## src/rtl/a429rx_pkg.sv

```systemverilog
package a429rx_pkg;
  typedef enum logic [1:0] {
    LV_NULL = 2'd0,
    LV_ONE  = 2'd1,
    LV_ZERO = 2'd2
  } line_lvl_e;

  localparam int CTRL_RATE = 0;
  localparam int CTRL_PAR  = 1;

  localparam int ST_RDY = 0;
  localparam int ST_GAP = 1;
  localparam int ST_PAR = 2;
  localparam int ST_OVR = 3;
  localparam int ST_ABT = 4;
endpackage

```

## src/rtl/a429rx_tick.sv

```systemverilog
module a429rx_tick #(
  parameter int DIV_HI = 4,
  parameter int DIV_LO = 32
) (
  input  logic clk,
  input  logic rst_n,
  input  logic rate_hi,
  output logic tick
);
  localparam int DMAX = (DIV_HI > DIV_LO) ? DIV_HI : DIV_LO;
  localparam int CW   = $clog2(DMAX);
  localparam logic [CW-1:0] TOP_HI = CW'(DIV_HI - 1);
  localparam logic [CW-1:0] TOP_LO = CW'(DIV_LO - 1);

  logic [CW-1:0] cnt;
  logic [CW-1:0] top;

  assign top = rate_hi ? TOP_HI : TOP_LO;

  always_ff @(posedge clk) begin
    if (!rst_n) begin
      cnt  <= '0;
      tick <= 1'b0;
    end else if (cnt >= top) begin
      cnt  <= '0;
      tick <= 1'b1;
    end else begin
      cnt  <= cnt + 1'b1;
      tick <= 1'b0;
    end
  end

  AST_TICK_PULSE: assert property (@(posedge clk) disable iff (!rst_n)
    tick |=> !tick);
endmodule

```

## src/rtl/a429rx_line.sv

```systemverilog
module a429rx_line
  import a429rx_pkg::*;
#(
  parameter int SYNC    = 2,
  parameter int MIN_RUN = 3,
  parameter int GAP_MIN = 64
) (
  input  logic                             clk,
  input  logic                             rst_n,
  input  logic                             tick,
  input  logic                             a_in,
  input  logic                             b_in,
  output logic                             bit_stb,
  output logic                             bit_val,
  output logic [$clog2(GAP_MIN+1)-1:0]     null_len,
  output logic [$clog2(GAP_MIN+1)-1:0]     gap_len
);
  localparam int NW = $clog2(GAP_MIN + 1);
  localparam int RW = $clog2(MIN_RUN + 1);
  localparam logic [NW-1:0] NSAT = NW'(GAP_MIN);
  localparam logic [RW-1:0] RMAX = RW'(MIN_RUN);

  logic [SYNC-1:0] a_sy, b_sy;
  line_lvl_e       lvl_now, lvl_prev;
  logic [RW-1:0]   run, run_nx;
  logic            accept;

  always_ff @(posedge clk) begin
    if (!rst_n) begin
      a_sy <= '0;
      b_sy <= '0;
    end else begin
      a_sy <= {a_sy[SYNC-2:0], a_in};
      b_sy <= {b_sy[SYNC-2:0], b_in};
    end
  end

  always_comb begin
    case ({a_sy[SYNC-1], b_sy[SYNC-1]})
      2'b10:   lvl_now = LV_ONE;
      2'b01:   lvl_now = LV_ZERO;
      default: lvl_now = LV_NULL;
    endcase
  end

  always_comb begin
    if (lvl_now != lvl_prev)  run_nx = RW'(1);
    else if (run == RMAX)     run_nx = run;
    else                      run_nx = run + 1'b1;
  end

  assign accept = tick && (lvl_now != LV_NULL) && (run_nx == RMAX) &&
                  !((lvl_now == lvl_prev) && (run == RMAX));

  always_ff @(posedge clk) begin
    if (!rst_n) begin
      lvl_prev <= LV_NULL;
      run      <= '0;
      null_len <= '0;
      gap_len  <= '0;
      bit_stb  <= 1'b0;
      bit_val  <= 1'b0;
    end else begin
      bit_stb <= 1'b0;
      if (tick) begin
        lvl_prev <= lvl_now;
        run      <= run_nx;
        if (lvl_now == LV_NULL) begin
          if (null_len != NSAT) null_len <= null_len + 1'b1;
        end else begin
          null_len <= '0;
          if (lvl_prev == LV_NULL) gap_len <= null_len;
        end
        if (accept) begin
          bit_stb <= 1'b1;
          bit_val <= (lvl_now == LV_ONE);
        end
      end
    end
  end

  AST_ONE_BIT_PER_TICK: assert property (@(posedge clk) disable iff (!rst_n)
    bit_stb |=> !bit_stb);
endmodule

```

## src/rtl/a429rx_frame.sv

```systemverilog
module a429rx_frame #(
  parameter int WORD_W  = 32,
  parameter int LABEL_W = 8,
  parameter int GAP_MIN = 64,
  parameter int ABORT   = 32
) (
  input  logic                          clk,
  input  logic                          rst_n,
  input  logic                          bit_stb,
  input  logic                          bit_val,
  input  logic [$clog2(GAP_MIN+1)-1:0]  null_len,
  input  logic [$clog2(GAP_MIN+1)-1:0]  gap_len,
  output logic                          done,
  output logic [WORD_W-1:0]             data,
  output logic                          gap_bad,
  output logic                          par_ok,
  output logic                          abort
);
  localparam int NW = $clog2(GAP_MIN + 1);
  localparam int CW = $clog2(WORD_W);
  localparam logic [NW-1:0] GAP_LIM = NW'(GAP_MIN);
  localparam logic [NW-1:0] ABT_LIM = NW'(ABORT);
  localparam logic [CW-1:0] LAST    = CW'(WORD_W - 1);

  logic [CW-1:0]     cnt;
  logic [WORD_W-1:0] sh, sh_nx, word_asm;
  logic              gap_bad_q;

  assign sh_nx = {bit_val, sh[WORD_W-1:1]};

  for (genvar i = 0; i < LABEL_W; i++) begin : g_label_rev
    assign word_asm[LABEL_W-1-i] = sh_nx[i];
  end
  assign word_asm[WORD_W-1:LABEL_W] = sh_nx[WORD_W-1:LABEL_W];

  always_ff @(posedge clk) begin
    if (!rst_n) begin
      cnt       <= '0;
      sh        <= '0;
      gap_bad_q <= 1'b0;
      done      <= 1'b0;
      data      <= '0;
      gap_bad   <= 1'b0;
      par_ok    <= 1'b0;
      abort     <= 1'b0;
    end else begin
      done  <= 1'b0;
      abort <= 1'b0;
      if ((cnt != '0) && (null_len > ABT_LIM)) begin
        cnt   <= '0;
        abort <= 1'b1;
      end else if (bit_stb) begin
        sh <= sh_nx;
        if (cnt == '0) gap_bad_q <= (gap_len < GAP_LIM);
        if (cnt == LAST) begin
          cnt     <= '0;
          done    <= 1'b1;
          data    <= word_asm;
          gap_bad <= gap_bad_q;
          par_ok  <= ^word_asm;
        end else begin
          cnt <= cnt + 1'b1;
        end
      end
    end
  end

  AST_DONE_AFTER_BIT: assert property (@(posedge clk) disable iff (!rst_n)
    done |-> $past(bit_stb));
endmodule

```

## src/rtl/a429_word_rx.sv

```systemverilog
module a429_word_rx
  import a429rx_pkg::*;
#(
  parameter int WORD_W     = 32,
  parameter int LABEL_W    = 8,
  parameter int OVS        = 16,
  parameter int MIN_RUN    = 3,
  parameter int GAP_BITS   = 4,
  parameter int ABORT_BITS = 2,
  parameter int DIV_HI     = 4,
  parameter int DIV_LO     = 32
) (
  input  logic              clk,
  input  logic              rst_n,
  input  logic              line_a,
  input  logic              line_b,
  input  logic              ctrl_we,
  input  logic [7:0]        ctrl_wdata,
  output logic [7:0]        ctrl_q,
  input  logic              stat_clr,
  output logic [7:0]        status,
  output logic [WORD_W-1:0] word_data,
  output logic              word_valid,
  input  logic              word_ready
);
  localparam int GAP_MIN = GAP_BITS * OVS;
  localparam int ABORT   = ABORT_BITS * OVS;
  localparam int NW      = $clog2(GAP_MIN + 1);

  logic              rate_hi, par_en;
  logic              tick;
  logic              bit_stb, bit_val;
  logic [NW-1:0]     null_len, gap_len;
  logic              fr_done, fr_gap_bad, fr_par_ok, fr_abort;
  logic [WORD_W-1:0] fr_data;
  logic              word_ok, load;
  logic              gap_e, par_e, ovr_e, abt_e;

  always_ff @(posedge clk) begin
    if (!rst_n) begin
      rate_hi <= 1'b1;
      par_en  <= 1'b1;
    end else if (ctrl_we) begin
      rate_hi <= ctrl_wdata[CTRL_RATE];
      par_en  <= ctrl_wdata[CTRL_PAR];
    end
  end
  assign ctrl_q = {6'b0, par_en, rate_hi};

  a429rx_tick #(.DIV_HI(DIV_HI), .DIV_LO(DIV_LO)) u_tick (
    .clk(clk), .rst_n(rst_n), .rate_hi(rate_hi), .tick(tick)
  );

  a429rx_line #(.SYNC(2), .MIN_RUN(MIN_RUN), .GAP_MIN(GAP_MIN)) u_line (
    .clk(clk), .rst_n(rst_n), .tick(tick), .a_in(line_a), .b_in(line_b),
    .bit_stb(bit_stb), .bit_val(bit_val), .null_len(null_len), .gap_len(gap_len)
  );

  a429rx_frame #(.WORD_W(WORD_W), .LABEL_W(LABEL_W), .GAP_MIN(GAP_MIN),
                 .ABORT(ABORT)) u_frame (
    .clk(clk), .rst_n(rst_n), .bit_stb(bit_stb), .bit_val(bit_val),
    .null_len(null_len), .gap_len(gap_len), .done(fr_done), .data(fr_data),
    .gap_bad(fr_gap_bad), .par_ok(fr_par_ok), .abort(fr_abort)
  );

  assign word_ok = fr_done && !fr_gap_bad && (fr_par_ok || !par_en);
  assign load    = word_ok && (!word_valid || word_ready);

  always_ff @(posedge clk) begin
    if (!rst_n) begin
      word_valid <= 1'b0;
      word_data  <= '0;
    end else if (load) begin
      word_valid <= 1'b1;
      word_data  <= fr_data;
    end else if (word_ready) begin
      word_valid <= 1'b0;
    end
  end

  always_ff @(posedge clk) begin
    if (!rst_n) begin
      gap_e <= 1'b0;
      par_e <= 1'b0;
      ovr_e <= 1'b0;
      abt_e <= 1'b0;
    end else begin
      if (stat_clr) begin
        gap_e <= 1'b0;
        par_e <= 1'b0;
        ovr_e <= 1'b0;
        abt_e <= 1'b0;
      end
      if (fr_done && fr_gap_bad) gap_e <= 1'b1;
      if (fr_done && !fr_gap_bad && par_en && !fr_par_ok) par_e <= 1'b1;
      if (word_ok && !load) ovr_e <= 1'b1;
      if (fr_abort) abt_e <= 1'b1;
    end
  end

  always_comb begin
    status         = '0;
    status[ST_RDY] = word_valid;
    status[ST_GAP] = gap_e;
    status[ST_PAR] = par_e;
    status[ST_OVR] = ovr_e;
    status[ST_ABT] = abt_e;
  end

  AST_HOLD_WORD: assert property (@(posedge clk) disable iff (!rst_n)
    word_valid && !word_ready |=> word_valid && $stable(word_data));
  AST_ODD_OUT: assert property (@(posedge clk) disable iff (!rst_n)
    $rose(word_valid) && $past(par_en) |-> ^word_data);
  AST_GAP_NO_LOAD: assert property (@(posedge clk) disable iff (!rst_n)
    fr_done && fr_gap_bad |=> !$rose(word_valid));
endmodule

```

## config.mk

```make
export PLATFORM = sky130hd
export DESIGN_NAME = a429_word_rx
export DESIGN_NICKNAME = d
export VERILOG_FILES = /design/src/rtl/a429rx_pkg.sv /design/src/rtl/a429rx_tick.sv /design/src/rtl/a429rx_line.sv /design/src/rtl/a429rx_frame.sv /design/src/rtl/a429_word_rx.sv
export SDC_FILE = /design/constraint.sdc
export NUM_CORES = 1
export LEC_CHECK = 0
export BUFFER_PORTS_ARGS = -buffer_cell sky130_fd_sc_hd__buf_2
export CORE_MARGIN = 10
export CORE_UTILIZATION = 40
export CTS_CLUSTER_DIAMETER = 120
export DETAILED_ROUTE_END_ITERATION = 16
export GPL_TIMING_DRIVEN = 0
export PLACE_DENSITY = 0.62
export SLEW_MARGIN = 20
export SYNTH_ARGS = -nofsm -noshare
export SYNTH_HDL_FRONTEND = slang
export SYNTH_SLANG_ARGS = --single-unit
```

## constraint.sdc

```tcl
create_clock -name clk -period 4.5 [get_ports clk]
set_input_delay 1.35 -clock clk [delete_from_list [all_inputs] [get_ports clk]]
set_output_delay 1.35 -clock clk [all_outputs]
set_load 0.005 [all_outputs]
```

# After elaboration in Yosys (flattened, before gate mapping)
# Cells that the tools add are included.
[classes] addsub=4 mul=0 n_div=0 n_lt_le_gt_ge=3 eq_ne=10 shift=0 mux=18 bitwise_logic=4 n_reduce_logical=41
[op_table] op="32-bit XOR reduction" count=1
[op_table] op="7-bit 2-to-1 mux" count=2
[op_table] op="1-bit logical AND" count=12
[op_table] op="2-bit nonzero test" count=6
[op_table] op="1-bit 2-to-1 mux" count=11
[op_table] op="5-bit by 1-bit adder with 5-bit output (second input constant)" count=2
[op_table] op="5-bit 2-to-1 mux" count=2
[op_table] op="3-bit AND reduction" count=3
[op_table] op="2-bit AND reduction" count=4
[op_table] op="7-bit by 1-bit adder with 7-bit output (second input constant)" count=1
[op_table] op="7-bit by 6-bit > comparator with 1-bit output (second input constant)" count=1
[op_table] op="7-bit < comparator (second input constant)" count=1
[op_table] op="7-bit inequality test (second input constant)" count=1
[op_table] op="2-bit equality test (second input constant)" count=3
[op_table] op="1-bit zero test" count=6
[op_table] op="5-bit equality test (second input constant)" count=1
[op_table] op="5-bit >= comparator" count=1
[op_table] op="5-bit zero test" count=1
[op_table] op="5-bit nonzero test" count=1
[op_table] op="2-bit by 1-bit equality test with 1-bit output (second input constant)" count=2
[op_table] op="2-bit zero test" count=2
[op_table] op="2-bit 2-to-1 mux" count=2
[op_table] op="1-bit inverter" count=4
[op_table] op="2-bit one-hot mux with 2 select lines" count=1
[op_table] op="7 further kinds" count=9
[word_totals] regBits=143 latch_bits=0 ramBits=0 rom_bits=0 input_bits=15 out_inout_bits=49 word_cells=106 n_memories=0

# Depth between registers and ports, before layout
[logic_depth] ltp_word=8 depth_mapped=11 ltp_nobuf=8

# Cells and area by module
# A second synthesis with hierarchy kept.
[hier_totals] hier_cells=674 hier_area_um2=6064.6
[modules_own_cells] module="a429rx_frame" instances=1 cells_each=357 area_per_inst_um2=3039.2 seq_area_each_um2=1461.4
[modules_own_cells] module="a429_word_rx" instances=1 cells_each=184 area_per_inst_um2=1712.9 seq_area_each_um2=780.7
[modules_own_cells] module="a429rx_line" instances=1 cells_each=104 area_per_inst_um2=1028.5 seq_area_each_um2=480.5
[modules_own_cells] module="a429rx_tick" instances=1 cells_each=29 area_per_inst_um2=284.0 seq_area_each_um2=120.1

# Least setup slack after synthesis
# OpenSTA, ideal clock, no wires.
[synth_path] kind="input-to-reg" start="input port word_ready" end="register word_data[27]" setup_ns=0.070 arrival_time_ns=2.223 required_ns=4.430 setup_slack_ns=2.206 stages=6 path_buffers=2 path_cell_list="nand2b_1 nor2b_1 clkbuf_1 clkbuf_1 nand2_1 a21oi_1"
[synth_between] elab_chain_cells=2
[synth_lines] item="start: declaration" line="a429_word_rx.sv:24" text="input logic word_ready"
[synth_lines] item="1-bit logical OR" line="a429_word_rx.sv:67" text="assign load = word_ok && (!word_valid || word_ready);"
[synth_lines] item="1-bit logical AND" line="a429_word_rx.sv:67"
[synth_lines] item="end signal: assignment" line="a429_word_rx.sv:75" text="word_data <= fr_data;"
[synth_lines] item="end: declaration" line="a429_word_rx.sv:22" text="output logic [WORD_W-1:0] word_data,"
# No other way between the ends.
# A chain may end at the register's enable or synchronous reset.

# Worst setup path after layout
[layout_path] start="register rate_hi" end="output port ctrl_q[0]"
[layout_rtl] item="start: declaration" line="a429_word_rx.sv:30" text="logic rate_hi, par_en;"
[layout_rtl] item="start signal: assignment" line="a429_word_rx.sv:44" text="rate_hi <= ctrl_wdata[CTRL_RATE];"
[layout_rtl] item="end: declaration" line="a429_word_rx.sv:19" text="output logic [7:0] ctrl_q,"
# No word-level cell between the ends.

==> out/metrics.yaml <==
outcome: "finished, final reports clean"
ff2ff_path_depth: 10
drt-met1-wl_um: 5170
cp_slowest_cell: "dfxtp_1"
maxClockFrequency_mhz: 419
seq_power_share_pct: 48.1
swShare_pct: 22.4
clkTransAtPathRegs_ps: 60
power_mw: 2.55
maxCapViolCount: 0
coreArea_sq_mm: 0.0132
power_frac_clock_pct: 48.7
finClkSkew_ps: 5.95
synth.area.top_cells: "dfxtp_1 51%, nand2_1 10%, a21oi_1 7.4%, mux2i_1 7.2%, xnor2_1 5.0%"
synth-async-reset-ratio_pct: 0
grt_setup_unrepaired: "false"
cts_buffer_depth: 2
grt_pass1_vias: 4084
via_count: 4157
relSlewSlack_pct: 59.6
min_path_type: "register to register"
synth_common_cells: "147 x nand2_1, 136 x dfxtp_1, 80 x a21oi_1"
dp_hpwl_um: 8170
yosysMostFrequentCell: "nand2_1"
r2r_start: "u_line.null_len[0]"
grt-ovfl-total: 0
rows: 42
yosysSeqAreaShare_pct: 50.5
cp_slowest_stage_delay_ps: 400
numPortBuffers: 48
synth_edf_count: 0
routed_wl_um: 11400
grt_util_all_layers_pct: 12.7
worstMarginPinSlew_ps: 606
rrSetupSlack_ps: 2120
wl_met2_um: 5500
worstHoldEndpoint: "u_line.b_sy[1]"
hold_buffers: 0
hold_viol: 0
insertion_delay_ps: 410
p_leak_nw: 2.69
met3WireLength_um: 559
crit_required_ps: 3150
wire_per_inst_um: 13.0
first_pass_iters: 4
hp-start: "u_line.b_sy[0]"
final_layout_size_suffix_gt1_share_pct: 15.0
yosysWarnings: 0
critPathMaxFanout: 5
highest_layer: "met4"
layout_min_cycle_time_ps: 2380
path_cells: "buf_4, buf_2"
nNetsFinal: 718
start_util_pct: 40.7
syn_area_sq_mm: 0.00539
p_sw_mw: 0.570
grt_max_degree: 17
path_delay_family: "flip-flops"
startpoint: "rate_hi"
reg2reg_to: "u_frame.data[25]"
place_congestion: 0.824
synth.distinct_cells: 35
vdd_drop_max_v: 0.000308
viasPerCell: 4.72
critPathBufInv: 2
die_x_um: 136
antenna_left: 0
htree_levels: 4
yosysTopAreaCell: "dfxtp_1"
tns_ps: 0
ys_ff_latch: 136
synth-main-ff-cell: "dfxtp_1"
cts_buffers: 17
cts_tree: "yes"
criticalPathCategory: "register to output pin"
cts_resized: 0
finalSetupViolCount: 0
syn_to_final_growth_pct: 19.0
power_density_mw_per_mm2: 397
post_cts_buffers: 0
timing.hold.worst_path_depth: 1
finalMaxSlewViolations: 0
grt_pass1_wl_um: 18900
cts-root-buf: "clkbuf_16"
power.internal_mw: 1.98
drt_iter0_drc: 220
antenna_found_initial: 0
drc: 0
syn_area_per_cell_sq_um: 8.73
io_pins: 64
post-route-period-util_pct: 53.0
pwr-share-comb_pct: 3.2
critPathCaptureType: "output pin"
antenna_cells: 0
synthCells: 617
die-area_sq_mm: 0.0185
cp.depth: 2
die_h_um: 136
cts.sinks: 136
startpoint_type: "register"
synth_top_area_share_pct: 50.5
cp.arrival_ps: 1030
==> power groups by stage <==
stage	logic, mW	registers (mW)	clock network [mW]
3_3_place_gp	0.0785	1.25	0
5_1_grt	0.0930	1.23	1.31
4_1_cts	0.0823	1.23	1.26
6_report	0.0814	1.23	1.24
2_1_floorplan	0.0597	1.25	0
3_5_place_dp	0.0815	1.25	0
==> worst max path at each step <==
stage / endpoint / slack, ps
CTS: ctrl_q[0] / 2080
detailed placement: word_data[26] / 1710
finish: ctrl_q[0] / 2120
global placement: word_data[26] / 1710
floorplan: word_data[27] / 2210
global route: u_frame.data[15] / 1940
==> final cells by class <==
class | instances | area, sq um
inverters | 9 | 33.8
repair buffers | 48 | 240
well taps | 176 | 220
clock buffers | 20 | 457
multi-input cells | 431 | 2380
plain buffers | 49 | 278
clock inverters | 12 | 78.8
fillers | 1292 | 6830
flip-flops and latches | 136 | 2720
==> cells by family after synthesis <==
| family | after synthesis | share of synthesized area [%] |
|---|---|---|
| xor+xnor | 40 | 6.50 |
| other cells | 1 | 0.0696 |
| flops | 136 | 50.5 |
| fa+ha+maj | 11 | 2.55 |
| simple gates | 239 | 18.3 |
| buf+inv | 58 | 5.78 |
| compound gates | 93 | 9.01 |
| mux | 39 | 7.24 |
==> state kept, by name (all words and copies together), names as in the netlist, 2 cells and up <==
register / cells
u_line.run: 2
u_line.lvl_prev: 2
u_line.null_len: 7
u_tick.cnt: 5
u_line.b_sy: 2
word_data: 32
u_frame.cnt: 5
u_line.a_sy: 2
u_frame.sh: 31
u_frame.data: 32
==> layout by cell type, fill, tap and decap left out, types with 7 or more instances in the layout <==
cell type	n
xor2_1	9
inv_1	9
dfxtp_1	136
mux2i_1	39
clkbuf_1	26
nand2_1	147
a21oi_1	80
clkbuf_16	17
xnor2_1	31
conb_1	9
nor2_1	58
ha_1	11
buf_4	18
buf_2	51
nand3_1	7
==> routing by layer <==
metal  global-route usage (%)  up-vias
met2                     21.3       66
met5                        0        -
li1                         -     2133
met4                     6.15        0
met3                     4.10       16
met1                     14.1     1942
==> stage by stage <==
| step | cell area (sq um) | utilization (%) | hold slack (ps) | worst slack [ps] | std cells |
|---|---|---|---|---|---|
| 4_1_cts | 6410 | 48.4 | 440 | 2080 | 881 |
| 3_3_place_gp | 5880 | 44.4 | 422 | 1710 | 849 |
| 3_5_place_dp | 5880 | 44.4 | 430 | 1710 | 849 |
| 6_report | 6410 | 48.4 | 438 | 2120 | 881 |
| 5_1_grt | 6410 | 48.4 | 455 | 1940 | 881 |
| 2_1_floorplan | 5420 | - | 412 | 2210 | 625 |
Note: power is estimated with default switching activity, not from simulation.
